$ cat config.mk
export PLATFORM = sky130hd
export DESIGN_NAME = adc_tick_gen
export DESIGN_NICKNAME = d
export VERILOG_FILES = /design/src/rtl/adc_tick_pkg.sv /design/src/rtl/adc_div_regs.sv /design/src/rtl/adc_en_div.sv /design/src/rtl/adc_tick_gen.sv
export SDC_FILE = /design/constraint.sdc
export NUM_CORES = 1
export LEC_CHECK = 0
export ABC_AREA = 1
export BUFFER_PORTS_ARGS = -buffer_cell sky130_fd_sc_hd__buf_2
export CAP_MARGIN = 20
export CORE_MARGIN = 3
export CORE_UTILIZATION = 53
export CTS_CLUSTER_DIAMETER = 80
export CTS_CLUSTER_SIZE = 30
export DETAILED_ROUTE_END_ITERATION = 6
export PLACE_DENSITY = 0.75
export SLEW_MARGIN = 20
export SYNTH_ARGS = -nofsm -noshare
export SYNTH_HDL_FRONTEND = slang
export SYNTH_SLANG_ARGS = --single-unit
$ cat constraint.sdc
create_clock -name clk -period 1.5 [get_ports clk]
set_input_delay 0.15 -clock clk [delete_from_list [all_inputs] [get_ports clk]]
set_output_delay 0.15 -clock clk [all_outputs]
set_load 0.05 [all_outputs]
$ cat src/rtl/adc_tick_pkg.sv
package adc_tick_pkg;

    localparam int FIELD_W = 8;
    localparam int REG_W   = 32;
    localparam int N_TICKS = 2;

    typedef struct packed {
        logic [FIELD_W-1:0] long_m1;
        logic [FIELD_W-1:0] short_m1;
        logic [FIELD_W-1:0] main_m1;
    } div_cfg_t;

    function automatic div_cfg_t decode_word(input logic [REG_W-1:0] w);
        div_cfg_t c;
        c.main_m1  = w[FIELD_W-1:0];
        c.short_m1 = w[2*FIELD_W-1:FIELD_W];
        c.long_m1  = w[3*FIELD_W-1:2*FIELD_W];
        return c;
    endfunction

endpackage

$ cat src/rtl/adc_div_regs.sv
module adc_div_regs
    import adc_tick_pkg::*;
(
    input  logic             clk,
    input  logic             rst,
    input  logic             we,
    input  logic [REG_W-1:0] wdata,
    output div_cfg_t         cfg,
    output logic             restart
);
    div_cfg_t cfg_q;

    always_ff @(posedge clk) begin
        if (rst) begin
            cfg_q <= '0;
        end else if (we) begin
            cfg_q <= decode_word(wdata);
        end
    end

    assign cfg     = cfg_q;
    assign restart = we;
endmodule

$ cat src/rtl/adc_en_div.sv
module adc_en_div #(
    parameter int W = 8
) (
    input  logic         clk,
    input  logic         rst,
    input  logic         clr,
    input  logic         in_en,
    input  logic [W-1:0] ratio_m1,
    output logic         out_en
);
    logic [W-1:0] cnt_q;
    logic         at_end;

    assign at_end = (cnt_q == ratio_m1);
    assign out_en = in_en && at_end;

    always_ff @(posedge clk) begin
        if (rst || clr) begin
            cnt_q <= '0;
        end else if (in_en) begin
            cnt_q <= at_end ? '0 : cnt_q + 1'b1;
        end
    end
endmodule

$ cat src/rtl/adc_tick_gen.sv
module adc_tick_gen
    import adc_tick_pkg::*;
(
    input  logic             clk,
    input  logic             rst,
    input  logic             cfg_we,
    input  logic [REG_W-1:0] cfg_wdata,
    output logic             main_en,
    output logic             short_tick,
    output logic             long_tick
);
    div_cfg_t           cfg;
    logic               restart;
    logic [FIELD_W-1:0] tick_ratio [N_TICKS];
    logic               tick_out   [N_TICKS];

    adc_div_regs u_regs (
        .clk     (clk),
        .rst     (rst),
        .we      (cfg_we),
        .wdata   (cfg_wdata),
        .cfg     (cfg),
        .restart (restart)
    );

    adc_en_div #(.W(FIELD_W)) u_main_div (
        .clk      (clk),
        .rst      (rst),
        .clr      (restart),
        .in_en    (1'b1),
        .ratio_m1 (cfg.main_m1),
        .out_en   (main_en)
    );

    assign tick_ratio[0] = cfg.short_m1;
    assign tick_ratio[1] = cfg.long_m1;

    for (genvar g = 0; g < N_TICKS; g++) begin : g_tick
        adc_en_div #(.W(FIELD_W)) u_tick_div (
            .clk      (clk),
            .rst      (rst),
            .clr      (restart),
            .in_en    (main_en),
            .ratio_m1 (tick_ratio[g]),
            .out_en   (tick_out[g])
        );
    end

    assign short_tick = tick_out[0];
    assign long_tick  = tick_out[1];
endmodule

* After elaboration in Yosys (flattened, before gate mapping)
Cells that the tools add are included.
** Cells by class
- Add/sub/neg operators :: 3
- Equality and inequality tests :: 3
- Mux-type cells :: 2
- Reduce and logical (&&, ||, !) cells :: 4
** Operators with widths (count)
- adder 8 x 1 -> 8 bit, second input constant :: 3
- equality test 8 bit :: 3
- two-way mux 8 bit :: 2
- logical AND 1 bit :: 2
- OR reduction 2 bit :: 1
- logical OR 1 bit :: 1
** Word-level totals
- Flip-flop bits (word level) :: 48
- Input port bits :: 35
- Output and inout port bits :: 3
- Word-level logic and storage cells :: 18

* Longest topological paths before layout
Gate-level depths: netlist of run 1.
- Depth after elaboration :: 2
- Gate-level depth with buffers :: 12
- Gate-level depth less buffers :: 11

* Modules after synthesis
A second synthesis of run 1 with hierarchy kept.
** Unflattened totals
- Cells, all modules :: 421
- Area, all modules :: 2707.6 um^2
** Modules (own cells, without submodules)
- adc_en_div :: instances 3, cells an instance 89, area an instance 570.5 um^2, sequential area each 160.2 um^2
- adc_div_regs :: instances 1, cells an instance 153, area an instance 992.2 um^2, sequential area each 480.5 um^2
- adc_tick_gen :: instances 1, cells an instance 1, area an instance 3.8 um^2, sequential area each 0.0 um^2

* Least setup slack after synthesis of run 1
No wires, ideal clock.
- Path kind :: flip-flop to output port
- Start :: reg g_tick[0].u_tick_div.cnt_q[5]
- End :: out short_tick
- Arrival :: 1.552 ns
- Required time :: 1.350 ns
- Setup slack :: -0.202 ns
- Cell stages (with the launch flop) :: 7
- Path buffers :: 1
- Cells stage by stage :: dfxtp_1 > clkbuf_2 > xnor2_1 > nand2_1 > nor2_1 > nand2_1 > nor2_1
** On the way
- Longest elaborated chain between the ends :: 2
** RTL lines
- start: declaration :: line adc_en_div.sv:11 : logic [W-1:0] cnt_q;
- start signal: assignment :: line adc_en_div.sv:21 : cnt_q <= at_end ? '0 : cnt_q + 1'b1;
- equality test 8 bit :: line adc_en_div.sv:14 : assign at_end = (cnt_q == ratio_m1);
- logical AND 1 bit :: line adc_en_div.sv:15 : assign out_en = in_en && at_end;
- end: declaration :: line adc_tick_gen.sv:9 : output logic short_tick,
Every way passes these cells.

* Worst setup path in the final report of run 1
- Start :: reg u_main_div.cnt_q[5]
- End :: out long_tick
** On the way
- Longest elaborated chain between the ends :: 2
** RTL lines
- start: declaration :: line adc_en_div.sv:11
- start signal: assignment :: line adc_en_div.sv:21
- equality test 8 bit :: line adc_en_div.sv:14
- logical AND 1 bit :: line adc_en_div.sv:15
- end: declaration :: line adc_tick_gen.sv:10 : output logic long_tick
Every way passes these cells.

==> results.md, run 1 <==
* Vias in the first global route at between 1500 and 2000
* Mapped Cells at 372
* DIE AREA at between 5000 and 6000 µm²
* Layout Area Growth over Synthesis at 22.5%
* Total track usage at 0.194
* Row count at 24
* Routed Antenna Nets at 0
* Critical path data required time at around 1.4 ns
* Endpoint class of the critical path: output port
* Count of cell types in the netlist at 30
* Max-cap violations at 0
* CTS tree: done
* Initial DRC count at 150
* Rel. slew slack at 0.662
* Wire length per cell at about 12 µm
* CTS Sinks at 48
* Final hold viol count at 0
* #FFs+latches synth at 48
* Crit path from: u_main_div.cnt_q[5]
* Sequential cell area at roughly 1000 µm²
* Min-Delay Startpoint: cfg_wdata[15]
* Synth Area per Inst at between 6 and 7 µm²
* Chip width at between 70 and 80 µm
* Largest net degree at the start of global routing at 25
* I/O Buffers at 29
* Crit-path slowest cell: dfxtp_4
* Smallest hold slack at between 0.08 and 0.09 ns
* Critical path data arrival time at 1.44 ns
* Placed Cells at approximately 460
* TritonCTS buffer count at 5
* Hpwl dp at ~3800 µm
* Synthesis Warnings at 0
* Slew @ Worst Pin at about 0.50 ns
* Total number of vias at around 2300
* Worst skew pair latency at 0.30 ns
* Seq/Total Area, Yosys at 0.376
* Placed inst area at 2830 µm²
* Antenna cells at 0
* Outcome: complete, but fails checks
* Hold Buf Count CTS at 0
* Final setup viols at 3
* Post-synthesis net count at about 400
* Floorplan core area at between 4000 and 5000 µm²
* Final net count at 458
* Hold Path Class: input pin to flop
* CP Launch Type: flop
* DRC viols at 0
* Initial antenna violation count at 0
* RD Place Congestion at between 0.7 and 0.8
* Fillers at 396
* Initial Utilization at 0.567
* Die Span Y at 75.4 µm
* Max-slew violation count at 0
* RR Startpoint: u_main_div.cnt_q[5]
* Clock root cell: clkbuf_8
* Worst slack at placement at between 0.02 and 0.025 ns
* FMAX at approximately 630 MHz
* WS Path Type: flop to output port
* Finished Cell Area at between 3000 and 4000 µm²
* Violated checks: setup timing
* Final worst slack at -0.0895 ns
* Routed WL at between 5000 and 6000 µm
* Cell Pwr Density at ~870 nW/µm²
* TNS Setup at -0.208 ns
* Avg Vias per Cell at between 4 and 5
* Clock Skew at 0.0145 ns
* Crit Path Max Fanout at 4
* First-pass GRT wire length at 8310 µm
* Worst path cell trace: inv_2 -> nand2_1 -> nand2_2 -> inv_2 -> nand2_2 -> nor2_4 -> nand2_4 -> nor2_4 -> buf_8
* VDD IR-drop max at approximately 0.58 mV
* Gr ovfl total at 0
* Total power at about 2.7 mW
* Max incr delay on CP at approximately 0.37 ns
* Ports at 38
* Fin crit period at about 1.6 ns
* Share of cells above drive strength 1 at 0.316
* Unrepaired setup endpoints after global routing: true
* Non-Filler Instances at 473
* Multi-input gate area at 1400 µm²
* P_leak at about 1.5 nW
* Final Cycle Share at 1.06
* Clock Path Buffers at 2
* Clock transition at path regs at approximately 0.090 ns
* Final Core Density at 0.695
* H-tree depth at 2
* Mapped Area at about 2600 µm²
* Drt first pass iters at 4
layout make-up:
type,count,area share
clock inverters,2,0.0112
repair buffers,53,0.116
well taps,52,0.0208
multi-input cells,262,0.447
clock buffers,6,0.0232
inverters,50,0.0624
flip-flops and latches,48,0.320
placed cells by master, fill, tap and decap left out, types with 2 or more instances in the layout:
master    instances
nand3b_1          2
ha_1              3
buf_2            26
nor2_4            6
clkbuf_8          5
xor2_1            3
a211oi_1         10
buf_4            22
nor2_2            2
buf_8             3
nor3_2            3
inv_2            13
inv_4             3
buf_6             2
dfxtp_1          28
nand2_4           4
inv_1            33
dfxtp_4           6
nand3_1           7
nand2_1         128
dfxtp_2          14
a21oi_1          20
nand2_2          18
nor2_1           25
xnor2_1          14
nand4_1          10
logic make-up (layout without fill, tap and decap cells):
kind of cell,Yosys count,in the layout,share of synthesized area
AOI/OAI and AO/OA,32,32,0.0739
xor gates and xnor gates,18,18,0.0617
DFF,48,48,0.376
adders and majority gates,3,3,0.0147
buffers and inverters,62,111,0.104
and+or+nand+nor,209,209,0.370
path summary, 6_finish.rpt:
| path | slack, ns | to | depth (start not counted) |
|---|---|---|---|
| max | -0.09 | long_tick | 9 |
| min | 0.08 | u_regs.cfg[15] | 3 |
| max reg2reg | 0.05 | u_main_div.cnt_q[5] | 11 |
| min reg2reg | 0.45 | u_main_div.cnt_q[0] | 1 |
cells in the mapped netlist, drive strengths merged:
cell type,count,area share
a211oi,10,0.029
a21oi,21,0.043
buf,3,0.016
clkbuf,9,0.014
clkinv,1,0.0015
dfxtp,48,0.38
ha,3,0.015
inv,49,0.073
nand2,151,0.24
nand3,7,0.014
nand3b,2,0.0059
nand4,10,0.024
nor2,34,0.065
nor3,4,0.014
nor4,1,0.0025
o21ai,1,0.0020
xnor2,15,0.051
xor2,3,0.010
where the power goes:
group	switching, mW	internal (mW)
Combinational	0.265	0.188
Sequential	0.0324	1.31
Clock	0.429	0.495
Total	0.726	1.99
flip-flops by register name, indices dropped and copies added, names as in the netlist:
signal / cells
g_tick.u_tick_div.cnt_q: 16
u_main_div.cnt_q: 8
u_regs.cfg: 24
worst max-delay path, delay by kind of cell (launching register included):
family        cells  cell delay (ns)
flops             1             0.37
simple gates      6             0.51
buf+inv           3             0.25
layer usage:
layer  part of all wire  track usage
met1               0.47        0.255
met2               0.48        0.316
met3              0.037       0.0449
met4              0.014       0.0583
met5                  0            0
repair_timing:
item                       4_1_cts  5_1_grt
hold endpoints to repair         0        0
pin swaps                        3        6
gates resized for setup         20       42
setup endpoints to repair        3       23
setup buffers                    2        7
(Power assumes the default switching activity.)
==> run 2: changes to the inputs <==
ABC_AREA = not set   (was 1)
PLACE_DENSITY = not set   (was 0.75)
PLACE_DENSITY_LB_ADDON = 0.3   (was not set)
SLEW_MARGIN = not set   (was 20)
==> run 2 against run 1 <==
Global-route usage grew 3.6 points. Worst hold slack worse by 0.011 ns. The flow still finishes with violations (setup timing). Cell count decreased by 23%. First-iteration DRC count shrank 12%. Highest routed layer unchanged. Register-to-register slack worse by 0.37 ns. Critical path depth fell by 3. Clock skew is 0.0073 ns lower. Count of clock-buffer cells in the layout is the same. Via count fell by 15%. Area after synthesis decreased by 13%. Synthesized cell count fell by 37%. Cell area is 0.40% lower.
==> results.md, run 2 <==
* Placed Cells at around 350
* Worst slack at placement at -0.290 ns
* Max incr delay on CP at ~0.34 ns
* Final net count at between 300 and 400
* Final hold viol count at 0
* Crit-path slowest cell: dfxtp_2
* R2r setup slk at -0.32 ns
* Ports at 38
* Final setup viols at 19
* Top-count cell post-synth: dfxtp_1
* Met1 Track Usage GR at 0.278
* #FFs+latches synth at 48
* Most common flop cell mapped by yosys: dfxtp_1
* TritonCTS buffer count at 5
* Clock Skew at between 0.007 and 0.008 ns
* Initial DRC count at between 100 and 150
* GR Util met3 at 0.0398
* Outcome: complete, but fails checks
* Most frequent cells in the layout: buf_4, nor2_1, mux2i_1, dfxtp_1, buf_2
* Post-synthesis net count at between 200 and 300
* Seq/Total Area, Yosys at 0.430
* Vias in the first global route at approximately 2000
* Rel. slew slack at 0.781
* FFs w/ async S/R, synth at 0
* Synth Area in XOR/XNOR at 0.118
* Final Core Density at 0.809
* Final worst slack at -0.339 ns
* Hold Path Class: input pin to flop
* Die Span Y at 70.9 µm
* Max-slew violation count at 0
* Clock Path Buffers at 2
* Clock root cell: clkbuf_8
* Antenna cells at 0
* Routed WL at around 5700 µm
* Critical path data arrival time at around 1.7 ns
* Critical path data required time at around 1.4 ns
* Post-synth top cells: dfxtp_1, nor2_1, mux2i_1, xor2_1, xnor2_1
* Largest family of logic cells by synthesized area: simple AND/OR/NAND/NOR gates
* RR Startpoint: u_main_div.cnt_q[1]
* CTS tree: done
* CP Launch Type: flop
* Share of cells above drive strength 1 at 0.467
* Count of cell types in the netlist at 31
* Row count at 22
* Simple-gate share of the synthesized area at 0.192
* Drt first pass iters at 4
* Worst r2r dst: g_tick[0].u_tick_div.cnt_q[5]
* Violated checks: setup timing
* Largest net degree at the start of global routing at 26
* Cell Pwr Density at slightly below 900 nW/µm²
* CP Depth at 6
* Global route hottest layer: met2
* Gr ovfl total at 0
* Number of synthesized flops with an enable pin at 0
* Non-Filler Instances at ~360
* Leading area contributor after synthesis: dfxtp_1
* Avg Vias per Cell at between 5 and 6
* VDD IR-drop max at 0.575 mV
* Commonest non-fill, non-tap cell in the layout: buf_4
* Worst skew pair latency at ~0.31 ns
* Chip width at between 70 and 80 µm
* Max-cap violations at 0
* Largest cells by area after synthesis: dfxtp_1, mux2i_1, xor2_1
* Crit Path Max Fanout at 6
* Fin crit period at 1.84 ns
* Post-Synth Adder-Cell Area at 0.0168
* Hpwl dp at roughly 3500 µm
* Initial Utilization at 0.580
* Worst path cell trace: xnor2_1 -> nand4_1 -> or2_1 -> inv_2 -> and2_4 -> buf_8
* Met2 Track Usage GR at 0.395
* Wire length per cell at about 16 µm
* FMAX at ~540 MHz
* Layout Area Growth over Synthesis at 39.6%
* P_leak at around 1.4 nW
* DRC viols at 0
* Endpoint class of the critical path: output port
* RD Place Congestion at about 0.9
* R2r worst-path depth at 9
* Largest register FFs at 24
* Clock transition at path regs at about 0.09 ns
* Multiplexer share of the synthesized area at 0.117
* First-pass GRT wire length at 9240 µm
* Synth Area per Inst at 9.50 µm²
* Final Cycle Share at 1.23
* Routed Antenna Nets at 0
* DIE AREA at 5030 µm²
* CP top delay family: simple AND/OR/NAND/NOR gates
* I/O Buffers at 29
* Sequential cell area at approximately 1000 µm²
* Compound-Gate Fraction of Synth Area at 0.0896
* CTS Sinks at 48
* Total number of vias at 1977
* Synthesis Warnings at 0
* H-tree depth at 2
* Mapped Area at 2230 µm²
* Fillers at about 260
* CP bufs+invs at 2
* Crit path from: u_main_div.cnt_q[1]
* Floorplan core area at about 3900 µm²
* Slew @ Worst Pin at roughly 0.33 ns
* Initial antenna violation count at 0
* Synth top area share at 0.430
* Crit path to: short_tick
* WS Path Type: flop to output port
* Unrepaired setup endpoints after global routing: true
* Total track usage at 0.230
* Multi-input gate area at around 1400 µm²
* Mapped Cells at between 200 and 250
run 2: changes by cell type after synthesis, sizes merged, moves of 8 or more:
cell and change:
a211oi -8, a21oi -19, a32o +8, nand2 -141
xor2 +15, nand4 -8, inv -48, mux2i +26
run 2: cell families (layout without fill, tap and decap cells):
group | Yosys count | after routing
AO/OA/AOI/OAI | 26 | 26
XOR/XNOR | 30 | 30
adder cells (fa/ha/maj) | 3 | 3
buffers and inverters | 14 | 94
flip-flops | 48 | 48
multiplexers | 26 | 26
AND/OR/NAND/NOR | 88 | 88
run 2: timing repair:
| action | 4_1_cts | 5_1_grt |
|---|---|---|
| hold buffers | 0 | 0 |
| gates cloned | 0 | 0 |
| resized for setup | 39 | 30 |
| endpoints found under the hold margin | 0 | 0 |
| setup buffers | 16 | 6 |
| setup endpoints to repair | 26 | 27 |
| pin swaps | 17 | 26 |
run 2: area by class of cell:
type | count | share of cell area
Clock buffer | 6 | 0.0233
Multi-Input combinational cell | 173 | 0.434
Tap cell | 48 | 0.0193
Inverter | 1 | 0.00120
Sequential cell | 48 | 0.317
Clock inverter | 1 | 0.00161
Timing Repair Buffer | 86 | 0.203
run 2: metal layers:
layer  share of wire  vias up
met1            0.40      903
met4           0.041        0
met5               0        -
met3           0.057       24
met2            0.50       80
li1                -      970
run 2: where the power goes:
| group | switching [mW] | internal [mW] | total, mW |
|---|---|---|---|
| sequential | 0.0355 | 1.32 | 1.36 |
| clock | 0.419 | 0.318 | 0.737 |
| combinational | 0.300 | 0.325 | 0.625 |
| total | 0.755 | 1.96 | 2.72 |
run 2: worst min-delay path by stage:
stage,from,end,slack [ns],cells past startpoint
final,cfg_wdata[3],u_regs.cfg[3],0.07,3
after global routing,cfg_wdata[16],u_regs.cfg[16],0.09,3
after CTS,cfg_wdata[3],u_regs.cfg[3],0.08,3
after detailed placement,cfg_wdata[3],u_regs.cfg[3],0.39,3
after global placement,cfg_wdata[13],u_regs.cfg[13],0.38,3
after floorplan,cfg_wdata[15],u_regs.cfg[15],0.30,2
run 2: tightest hold or removal path: cells and delay by family:
family,cells,cell delay (ns)
mux,1,0.05
buf+inv,1,0.07
simple gates,1,0.07
run 2: per-stage QoR:
step	hold WS [ns]	cell area, µm²	TNS (ns)	power, mW
finish	0.0735	3120	-3.37	2.72
detailed placement	0.391	2720	-4.53	1.81
global route	0.0874	3120	-5.17	2.83
CTS	0.0768	2990	-3.11	2.67
global placement	0.382	2720	-3.23	1.80
floorplan	0.297	2260	-0.0132	1.66
==> run 3: changes to the inputs <==
clock period = 2.2 ns   (was 1.5 ns; I/O delays follow)
==> run 3 against run 2 <==
Sequential share of layout area grew 6.1 points. Clock power fell by 27%. Critical endpoint unchanged. Worst hold slack better by 0.070 ns. Largest cell class unchanged. The flow now finishes without violations. Global-route usage is 3.7 points lower.
==> results.md, run 3 (synthesis gave the netlist of run 2 again) <==
* Outcome: complete, no violations
* Routed Antenna Nets at 0
* Drt first pass iters at 4
* Clock transition at path regs at 0.09 ns
* Endpoint class of the critical path: output port
* Max-slew violation count at 0
* Chip width at 70.9 µm
* Total track usage at 0.193
* Worst slack at placement at 0.380 ns
* Worst skew pair latency at approximately 0.30 ns
* Internal at about 1.3 mW
* Floorplan core area at 3850 µm²
* DRC viols at 0
* Hold Path Class: input pin to flop
* Vias in the first global route at roughly 1700
* Hold Buf Count CTS at 0
* Clock Power Share at 0.313
* Fillers at 339
* CTS Sinks at 48
* I/O Buffers at 29
* WS Path Type: flop to output port
* Largest register FFs at 24
* Cell Pwr Density at between 600 and 700 nW/µm²
* Initial DRC count at 123
* Final net count at around 300
* Most frequent cells in the layout: dfxtp_1, nor2_1, buf_2
* Clock Path Buffers at 2
* Die Span Y at ~71 µm
* Final Core Density at 0.660
* Crit Path Max Fanout at 5
* RD Place Congestion at 0.825
* DIE AREA at between 5000 and 6000 µm²
* H-tree depth at 2
* Initial antenna violation count at 0
* Flop pwr share at 0.538
* Gr ovfl total at 0
* Switching share of power at 0.265
* Final worst slack at between 0.1 and 0.15 ns
* Critical path data arrival time at between 1.5 and 2 ns
* Rel. slew slack at 0.512
* Final Cycle Share at 0.950
* Sequential cell area at between 900 and 1000 µm²
* Ports at 38
* Hpwl dp at 3090 µm
* Routed WL at roughly 4500 µm
* TNS Setup at 0 ns
* Multi-input gate area at between 1000 and 1500 µm²
* Combinational Power Share at 0.149
* Row count at 22
* TritonCTS buffer count at 5
* R2r worst-path depth at 6
* Hold path depth at 3
* Avg Vias per Cell at ~5.4
* Fin crit period at 2.09 ns
* CP Launch Type: flop
* VDD IR-drop max at ~0.56 mV
* Final setup viols at 0
* CTS tree: done
* Antenna cells at 0
* Critical path data required time at approximately 2 ns
* Commonest non-fill, non-tap cell in the layout: dfxtp_1
* Largest net degree at the start of global routing at 22
* FMAX at about 480 MHz
* NetSw at about 0.45 mW
* Final hold viol count at 0
* Wire length per cell at 14.2 µm
* Total number of vias at roughly 1700
* Initial Utilization at 0.580
* Share of cells above drive strength 1 at 0.210
* First-pass GRT wire length at between 7000 and 8000 µm
* Clock Skew at around 0.0057 ns
* Layout Area Growth over Synthesis at 13.9%
* Max-cap violations at 0
* Clock root cell: clkbuf_8
* Slew @ Worst Pin at around 0.73 ns
* P_leak at 1.13 nW
[run 3: cell types whose count changed in the layout (fill, tap and decap cells not counted), sizes merged]
cell and delta:
clkbuf +2, clkinv +1, buf -51
[run 3: worst paths after layout]
kind | slack, ns | from | to
setup reg to reg | 0.31 | u_main_div.cnt_q[3] | g_tick[1].u_tick_div.cnt_q[6]
setup / recovery | 0.11 | g_tick[0].u_tick_div.cnt_q[2] | short_tick
hold / removal | 0.14 | cfg_wdata[10] | u_regs.cfg[10]
hold reg to reg | 0.50 | u_main_div.cnt_q[0] | u_main_div.cnt_q[0]
[run 3: repair_timing]
action	4_1_cts	5_1_grt
gates resized for setup	0	8
endpoints found under the hold margin	0	0
buffers inserted	0	1
endpoints found under the setup margin	0	3
[run 3: metrics by stage]
step                area [µm²]  power (mW)  hold slack [ns]  instances
detailed placement        2410        1.18            0.461        306
CTS                       2500        1.72            0.136        314
finish                    2540        1.71            0.143        315
floorplan                 2230        1.12            0.367        235
global placement          2410        1.18            0.451        306
global route              2540        1.80            0.135        315
[run 3: routing by layer]
layer  up-vias  share of wire  GRT usage
met4         0          0.012     0.0752
met1       788           0.44      0.235
met2        38           0.50      0.314
li1        879              -          -
met3         6          0.045     0.0639
met5         -              0          0
[run 3: worst max-delay path, cell delays in order, from the launching register on]
cell,delay (ns)
dfxtp_1,0.36
xor2_1,0.16
nor4_2,0.40
and2_1,0.28
and2_1,0.14
clkbuf_4,0.22
[run 3: final cells by class]
cell class | count | area share
Tap cell | 48 | 0.0236
Sequential cell | 48 | 0.378
Timing Repair Buffer | 37 | 0.0826
Clock inverter | 2 | 0.00393
Inverter | 1 | 0.00246
Clock buffer | 6 | 0.0324
Multi-Input combinational cell | 173 | 0.477
[run 3: power groups by stage]
stage	clock network (mW)	logic, mW	registers [mW]
5_1_grt	0.592	0.283	0.927
3_5_place_dp	0	0.239	0.944
3_3_place_gp	0	0.235	0.942
6_report	0.537	0.255	0.923
4_1_cts	0.556	0.240	0.923
2_1_floorplan	0	0.183	0.937
